### config.mk
export PLATFORM = sky130hd
export DESIGN_NAME = t0_hdr_engine
export DESIGN_NICKNAME = d
export VERILOG_FILES = /design/src/rtl/t0_hdr_engine.sv
export SDC_FILE = /design/constraint.sdc
export NUM_CORES = 1
export LEC_CHECK = 0
export BUFFER_PORTS_ARGS = -buffer_cell sky130_fd_sc_hd__buf_2
export CAP_MARGIN = 20
export CORE_MARGIN = 2
export CORE_UTILIZATION = 30
export CTS_BUF_LIST = sky130_fd_sc_hd__clkbuf_4
export DETAILED_ROUTE_END_ITERATION = 8
export PLACE_DENSITY = 0.53
export SYNTH_ARGS = -nofsm -noshare
export SYNTH_HDL_FRONTEND = slang
export SYNTH_SLANG_ARGS = --single-unit
### constraint.sdc
create_clock -name clk -period 2.8 [get_ports clk]
set_input_delay 0.14 -clock clk [delete_from_list [all_inputs] [get_ports clk]]
set_output_delay 0.14 -clock clk [all_outputs]
set_load 0.01 [all_outputs]
### src/rtl/t0_hdr_engine.sv
module t0_hdr_engine #(
  parameter int          CHUNK   = 16,
  parameter logic [7:0]  NULL_PB = 8'h60
) (
  input  logic       clk,
  input  logic       rst_n,
  input  logic       rx_valid,
  input  logic [7:0] rx_byte,
  input  logic       wt_half,
  input  logic       tx_ready,
  input  logic       htx_valid,
  input  logic [7:0] htx_byte,
  input  logic       htx_last,
  input  logic       htx_to_rx,
  input  logic       htx_final,
  output logic       htx_ready,
  output logic       tx_valid,
  output logic [7:0] tx_byte,
  output logic       rx_en,
  output logic       tx_en,
  output logic       wt_restart,
  output logic       hrx_valid,
  output logic [7:0] hrx_byte,
  output logic       hrx_hdr,
  output logic       hrx_last,
  output logic       hrx_final,
  output logic [8:0] resp_len
);
  localparam int CW = $clog2(CHUNK + 1);

  typedef enum logic [1:0] {ST_HDR, ST_TX, ST_RX} st_t;

  st_t           st;
  logic [2:0]    idx;
  logic [7:0]    p3;
  logic [7:0]    rcnt;
  logic [CW-1:0] ccnt;
  logic          null_pend;

  wire in_tx      = (st == ST_TX);
  wire rx_take    = rx_valid && !in_tx;
  wire send_null  = in_tx && tx_ready && null_pend;
  wire send_host  = in_tx && tx_ready && !null_pend && htx_valid;
  wire rx_done    = (st == ST_RX) && (rcnt + 8'd1 == p3);
  wire chunk_full = (int'(ccnt) + 1 == CHUNK);

  assign tx_en      = in_tx;
  assign rx_en      = !in_tx;
  assign tx_valid   = send_null || send_host;
  assign tx_byte    = null_pend ? NULL_PB : htx_byte;
  assign htx_ready  = send_host;
  assign wt_restart = rx_take || tx_valid;

  always_ff @(posedge clk or negedge rst_n) begin
    if (!rst_n) begin
      st        <= ST_HDR;
      idx       <= '0;
      p3        <= '0;
      rcnt      <= '0;
      ccnt      <= '0;
      null_pend <= 1'b0;
      hrx_valid <= 1'b0;
      hrx_byte  <= '0;
      hrx_hdr   <= 1'b0;
      hrx_last  <= 1'b0;
      hrx_final <= 1'b0;
      resp_len  <= '0;
    end else begin
      hrx_valid <= rx_take;
      hrx_hdr   <= 1'b0;
      hrx_last  <= 1'b0;
      hrx_final <= 1'b0;
      if (rx_take) hrx_byte <= rx_byte;
      case (st)
        ST_HDR: begin
          null_pend <= 1'b0;
          if (rx_take) begin
            hrx_hdr <= 1'b1;
            if (idx == 3'd4) begin
              p3       <= rx_byte;
              resp_len <= (rx_byte == 8'd0) ? 9'd256 : {1'b0, rx_byte};
              hrx_last <= 1'b1;
              idx      <= '0;
              st       <= ST_TX;
            end else begin
              idx <= idx + 3'd1;
            end
          end
        end
        ST_TX: begin
          null_pend <= wt_half || (null_pend && !send_null);
          if (send_host && htx_last) begin
            if (htx_to_rx) begin
              null_pend <= 1'b0;
              rcnt      <= '0;
              ccnt      <= '0;
              st        <= (p3 == 8'd0) ? ST_HDR : ST_RX;
            end else if (htx_final) begin
              null_pend <= 1'b0;
              st        <= ST_HDR;
            end
          end
        end
        ST_RX: begin
          null_pend <= 1'b0;
          if (rx_take) begin
            rcnt      <= rcnt + 8'd1;
            ccnt      <= (chunk_full || rx_done) ? '0 : ccnt + 1'b1;
            hrx_last  <= chunk_full || rx_done;
            hrx_final <= rx_done;
            if (rx_done) st <= ST_HDR;
          end
        end
        default: st <= ST_HDR;
      endcase
    end
  end

  a_r1_hdr_follows_rx: assert property (@(posedge clk) disable iff (!rst_n)
    (hrx_valid && hrx_hdr) |-> $past(rx_valid));

  a_r2_turnaround: assert property (@(posedge clk) disable iff (!rst_n)
    (hrx_valid && hrx_hdr && hrx_last) |-> (tx_en && !rx_en));

  a_r4_handshake: assert property (@(posedge clk) disable iff (!rst_n)
    htx_ready |-> (tx_valid && tx_byte == htx_byte));

  a_r7_final_returns: assert property (@(posedge clk) disable iff (!rst_n)
    (hrx_valid && hrx_final) |-> (rx_en && !tx_en && !hrx_hdr && hrx_last));

  a_r9_null_held: assert property (@(posedge clk) disable iff (!rst_n)
    (null_pend && tx_en && !tx_ready) |=> null_pend);

  a_r11_restart: assert property (@(posedge clk) disable iff (!rst_n)
    tx_valid |-> wt_restart);

  a_r12_no_fwd_in_tx: assert property (@(posedge clk) disable iff (!rst_n)
    (rx_valid && tx_en) |=> !hrx_valid);
endmodule

Yosys cells after proc, flatten, opt, wreduce, memory -nomap -nowiden
Index checks and enable logic that the tools add are counted.
Widths: inputs -> output; s select.
{"block": "classes", "n_mux": 33, "eq_ne": 12, "n_addsub": 4, "n_reduce_logical": 25}
{"operator": "$mux 8", "count": 4}
{"operator": "$mux 5", "count": 4}
{"operator": "$logic_not 8->1", "count": 2}
{"operator": "$mux 2", "count": 8}
{"operator": "$pmux 8 s2", "count": 1}
{"operator": "$mux 1", "count": 10}
{"operator": "$ne 2x2->1 const B", "count": 5}
{"operator": "$pmux 5 s2", "count": 1}
{"operator": "$mux 9", "count": 1}
{"operator": "$add 8x1->8 const B", "count": 1}
{"operator": "$eq 8x8->1", "count": 1}
{"operator": "$logic_and 1x1->1", "count": 8}
{"operator": "$add 5x1->6 const B", "count": 1}
{"operator": "$eq 6x5->1 const B", "count": 1}
{"operator": "$pmux 2 s3", "count": 1}
{"operator": "$reduce_and 6->1", "count": 1}
{"operator": "$add 5x1->5 const B", "count": 1}
{"operator": "$logic_or 1x1->1", "count": 4}
{"operator": "$pmux 1 s2", "count": 2}
{"operator": "$reduce_and 4->1", "count": 1}
{"operator": "$reduce_bool 2->1", "count": 2}
{"operator": "$add 3x1->3 const B", "count": 1}
{"operator": "$eq 3x3->1 const B", "count": 1}
{"operator": "$logic_not 1->1", "count": 3}
{"operator": "9 further kinds", "count": 9}
{"block": "totals", "input_bits": 25, "regBits": 48, "out_inout_bits": 34, "word_cells": 86}

Longest topological paths before layout
{"block": "depth", "depth_word": 10, "mapped_depth": 10, "ltp_nobuf": 7}

Least setup slack after synthesis
OpenSTA, ideal clock, no wires.
{"block": "synth_path", "kind": "reg2reg", "start": "register rcnt[0]", "end": "register ccnt[0]", "arrival_time_ns": 1.953, "path_buffers": 0, "synth_period_minus_slack_ns": 2.017, "stages_incl_launch_ff": 8, "setup_slack_ns": 0.783, "required_ns": 2.736, "setup_time_ns": 0.064, "cell_sequence": "dfrtp_1 > ha_1 > nor3b_1 > o21a_1 > o31ai_1 > o31ai_4 > nor4b_1 > a21o_1"}
{"block": "synth_between", "elab_chain_len": 7}
{"item": "from (decl)", "line_no": "36", "rtl": "logic [7:0] rcnt;"}
{"item": "from (signal assigned)", "line_no": "107", "rtl": "rcnt <= rcnt + 8'd1;"}
{"item": "$add 8x1->8", "line_no": "44", "rtl": "wire rx_done = (st == ST_RX) && (rcnt + 8'd1 == p3);"}
{"item": "$eq 8x8->1", "line_no": "44"}
{"item": "$logic_and 1x1->1", "line_no": "44"}
{"item": "$logic_or 1x1->1", "line_no": "108", "rtl": "ccnt <= (chunk_full || rx_done) ? '0 : ccnt + 1'b1;"}
{"item": "$mux 5", "line_no": "108"}
{"item": "$mux 5", "line_no": "106", "rtl": "if (rx_take) begin"}
{"item": "$pmux 5 s2", "line_no": "74", "rtl": "case (st)"}
{"item": "to (signal assigned)", "line_no": "108"}
{"item": "to (decl)", "line_no": "37", "rtl": "logic [CW-1:0] ccnt;"}
Every way passes these cells. The select of a mux whose other input is x is not followed.
A chain may end at the register's enable or synchronous reset.

Worst setup path after layout
{"block": "layout_path", "start": "register rcnt[0]", "end": "register ccnt[2]"}
The elaborated chain is that of the path after synthesis.

==> results.txt <==
CTS sink cnt = 48
Sequential share of the synthesized area = 49.7%
Tcrit/Tclk final = 80.4%
Area of the multi-input gates = 0.00115 mm²
Netlist cell types = 43
Leak = 1.46 nW
CTS Buf Count = 5
Hold Vio Cnt, Final = 0
Die Width = 93.8 µm
Fill count = 831
Critical path, cell by cell = ha_1 -> nor3b_1 -> o21a_1 -> o31ai_1 -> o31ai_4 -> nor4b_1 -> a21o_1
H-Tree Depth = 2
Worst path max stage delay = 520 ps
CTS clk-pin slew, worst paths = 140 ps
Syn_area_per_cell = 9.45 µm²
Dpl hpwl = 4.13 mm
Total Nets Final = 343
Power per standard cell area = 881 mW/mm²
Worst Hold Path EP = resp_len[1]
Largest net degree at the start of global routing = 34
Vias per cell = 4.86
Top Usage Layer GRT = met2
Total die area = 0.00880 mm²
Critical Path Start Type = register
FF-to-FF End = ccnt[2]
Antenna Diode Count = 0
Antenna violations before repair = 0
Hold WC Path Type = primary input to register
First-pass GRT wire length = 9.35 mm
R2r startpoint = rcnt[0]
GR Overflow Total = 0
Reg2reg setup slack = 550 ps
Area Overhead vs Synth = 20.4%
Starting DRT DRC Count = 139
# Max-Cap Violations = 0
Die Y = 93.8 µm
Clk buf depth = 2
Ys async rst share = 100%
Status = completed
Setup violators final = 0
Slew Viols, Final = 0
EDFF count, synth = 0
Hold depth = 3
Post-Place Setup Slack = 575 ps
Initial core utilization = 31.1%
Cell Area, Synth = 0.00242 mm²
Site Rows = 32
Clock skew = 13.2 ps
Port Buf Inserts = 58
DR pass1 iterations = 4
CP Max Fanout = 6
Vias in the first global route = 1911
Yosys warns = 0
Met1 Track Usage GR = 19.0%
Via count = 2023
ANT nets after route = 0
I/O pin count = 59
Met2 Resource Use GR = 20.2%
CP Data Arrival Time = 2570 ps
Setup TNS = 0 ps
CP max-delay cell = o31ai_1
Max VDD drop = 0.537 mV
Post-synth net total = 285
GRT met3 Usage = 2.97%
Wire per inst = 13.3 µm
Unrepaired setup endpoints after global routing = no
Mapped Cells = 256
Slew HR = 49.9%
Fin util = 37.5%
Clock insertion delay at the later pin of the skew report = 360 ps
Core region area = 0.00777 mm²
DR DRC count = 0
PnR worst setup slack = 550 ps
CTS tree = built
Worst reg2reg path depth = 7
Top_reg_cell synth = dfrtp_1
CTS Root Buffer Type = clkbuf_4
Worst setup path category = register to register
Post-CTS Setup Bufs = 0
Seq cells post-synth = 48
Storage cell area = 0.00120 mm²
WL final = 5.51 mm
Total Routing Usage GR = 13.1%
Least-Margin Pin Slew = 752 ps
Hold Startpoint = rx_byte[1]
Fmax = 444 MHz
CP Capture Type = register
Ratio of cells with drive above 1 in the final layout = 27.1%
Routability cong. = 0.770
Minimum clock period = 2250 ps
Req. time, crit path = 3120 ps
Yosys cell counts, types with 2 or more instances:
cell / number / share of area (%)
xor2_1: 7 / 2.5
o21a_1: 3 / 0.93
nand4_1: 2 / 0.52
o21ai_0: 17 / 3.5
o31ai_1: 2 / 0.62
a21oi_1: 6 / 1.2
nor4_1: 5 / 1.3
nor3_1: 5 / 1.0
mux2_2: 8 / 3.7
ha_1: 4 / 2.1
nand3_1: 9 / 1.9
a21o_1: 4 / 1.2
and3_1: 2 / 0.52
buf_2: 5 / 1.0
or3_1: 2 / 0.52
xnor2_1: 2 / 0.72
nand2b_1: 6 / 1.6
nand2_1: 64 / 9.9
nor2_1: 10 / 1.6
or2_2: 3 / 0.78
nor2b_1: 11 / 2.8
dfrtp_1: 48 / 50
clkbuf_1: 4 / 0.62
o41ai_1: 3 / 1.1
nor4b_1: 3 / 1.1
inv_1: 4 / 0.62
power breakdown:
part / internal [mW] / switching (mW) / total, mW
clock network: 0.273 / 0.226 / 0.500
logic: 0.415 / 0.547 / 0.963
registers: 0.916 / 0.188 / 1.10
total: 1.60 / 0.962 / 2.57
cell usage in the layout (no fill, tap or decap), types with 3 or more instances in the layout:
| cell type | count |
|---|---|
| nor2b_1 | 11 |
| dfrtp_1 | 48 |
| o21ai_0 | 17 |
| clkbuf_4 | 5 |
| nand2_1 | 64 |
| nand3_1 | 9 |
| o21a_1 | 3 |
| mux2_2 | 8 |
| nor2_1 | 10 |
| or2_2 | 3 |
| buf_2 | 58 |
| nand2b_1 | 6 |
| a21o_1 | 4 |
| nor4_1 | 5 |
| inv_1 | 4 |
| nor3_1 | 5 |
| o41ai_1 | 3 |
| xor2_1 | 7 |
| nor4b_1 | 3 |
| a21oi_1 | 6 |
| ha_1 | 4 |
state kept, by name, summed over array words and instances, names as in the netlist:
name       count
resp_len       9
hrx_byte       8
p3             8
rcnt           8
ccnt           5
idx            3
st             2
hrx_final      1
hrx_hdr        1
hrx_last       1
hrx_valid      1
null_pend      1
critical path: cells and delay by family, from the launching register on:
family,cells,cell delay (ps)
flops,1,460
compound gates,4,1020
fa+ha+maj,1,280
simple gates,2,460
layer usage:
layer,share of wire [%],routed length [µm],up-vias
met4,0.56,31,0
li1,-,-,1002
met5,0,0,-
met1,49,2720,983
met3,3.2,176,4
met2,47,2580,34
cell families after synthesis:
logic type / synth area share (%)
buffers and inverters: 2.74
xor gates and xnor gates: 3.26
adders and majority gates: 2.07
and+or+nand+nor: 25.2
AOI/OAI and AO/OA: 13.3
DFF: 49.7
muxes: 3.72
timing repair:
| item | in CTS | in global routing |
|---|---|---|
| hold buffers | 1 | 0 |
| endpoints found under the setup margin | 0 | 0 |
| endpoints found under the hold margin | 32 | 0 |
| gates resized for setup | 0 | 0 |
cell type report:
class | count | area share [%]
Clock buffer | 5 | 1.29
Clock inverter | 2 | 2.06
Inverter | 5 | 0.645
Multi-Input combinational cell | 193 | 39.5
Sequential cell | 48 | 41.3
Tap cell | 102 | 4.38
Timing Repair Buffer | 61 | 10.8
how the worst max path moves through the flow:
stage,start,to,slack [ps]
2_1_floorplan,rcnt[0],ccnt[0],780
3_3_place_gp,rcnt[0],ccnt[2],680
3_5_place_dp,rcnt[0],ccnt[0],580
4_1_cts,rcnt[0],ccnt[0],580
5_1_grt,rcnt[0],ccnt[2],370
6_report,rcnt[0],ccnt[2],550
per-stage QoR:
stage | cells | hold slack, ps | area, µm² | total power, mW
after global placement | 408 | 262 | 2800 | 2.07
after floorplan | 256 | -156 | 2420 | 1.75
after global routing | 416 | 5.26 | 2910 | 2.76
after detailed placement | 408 | 260 | 2800 | 2.10
after CTS | 416 | 0.306 | 2910 | 2.60
final | 416 | 14.1 | 2910 | 2.57
No activity file was read; power rests on OpenSTA's default activity.
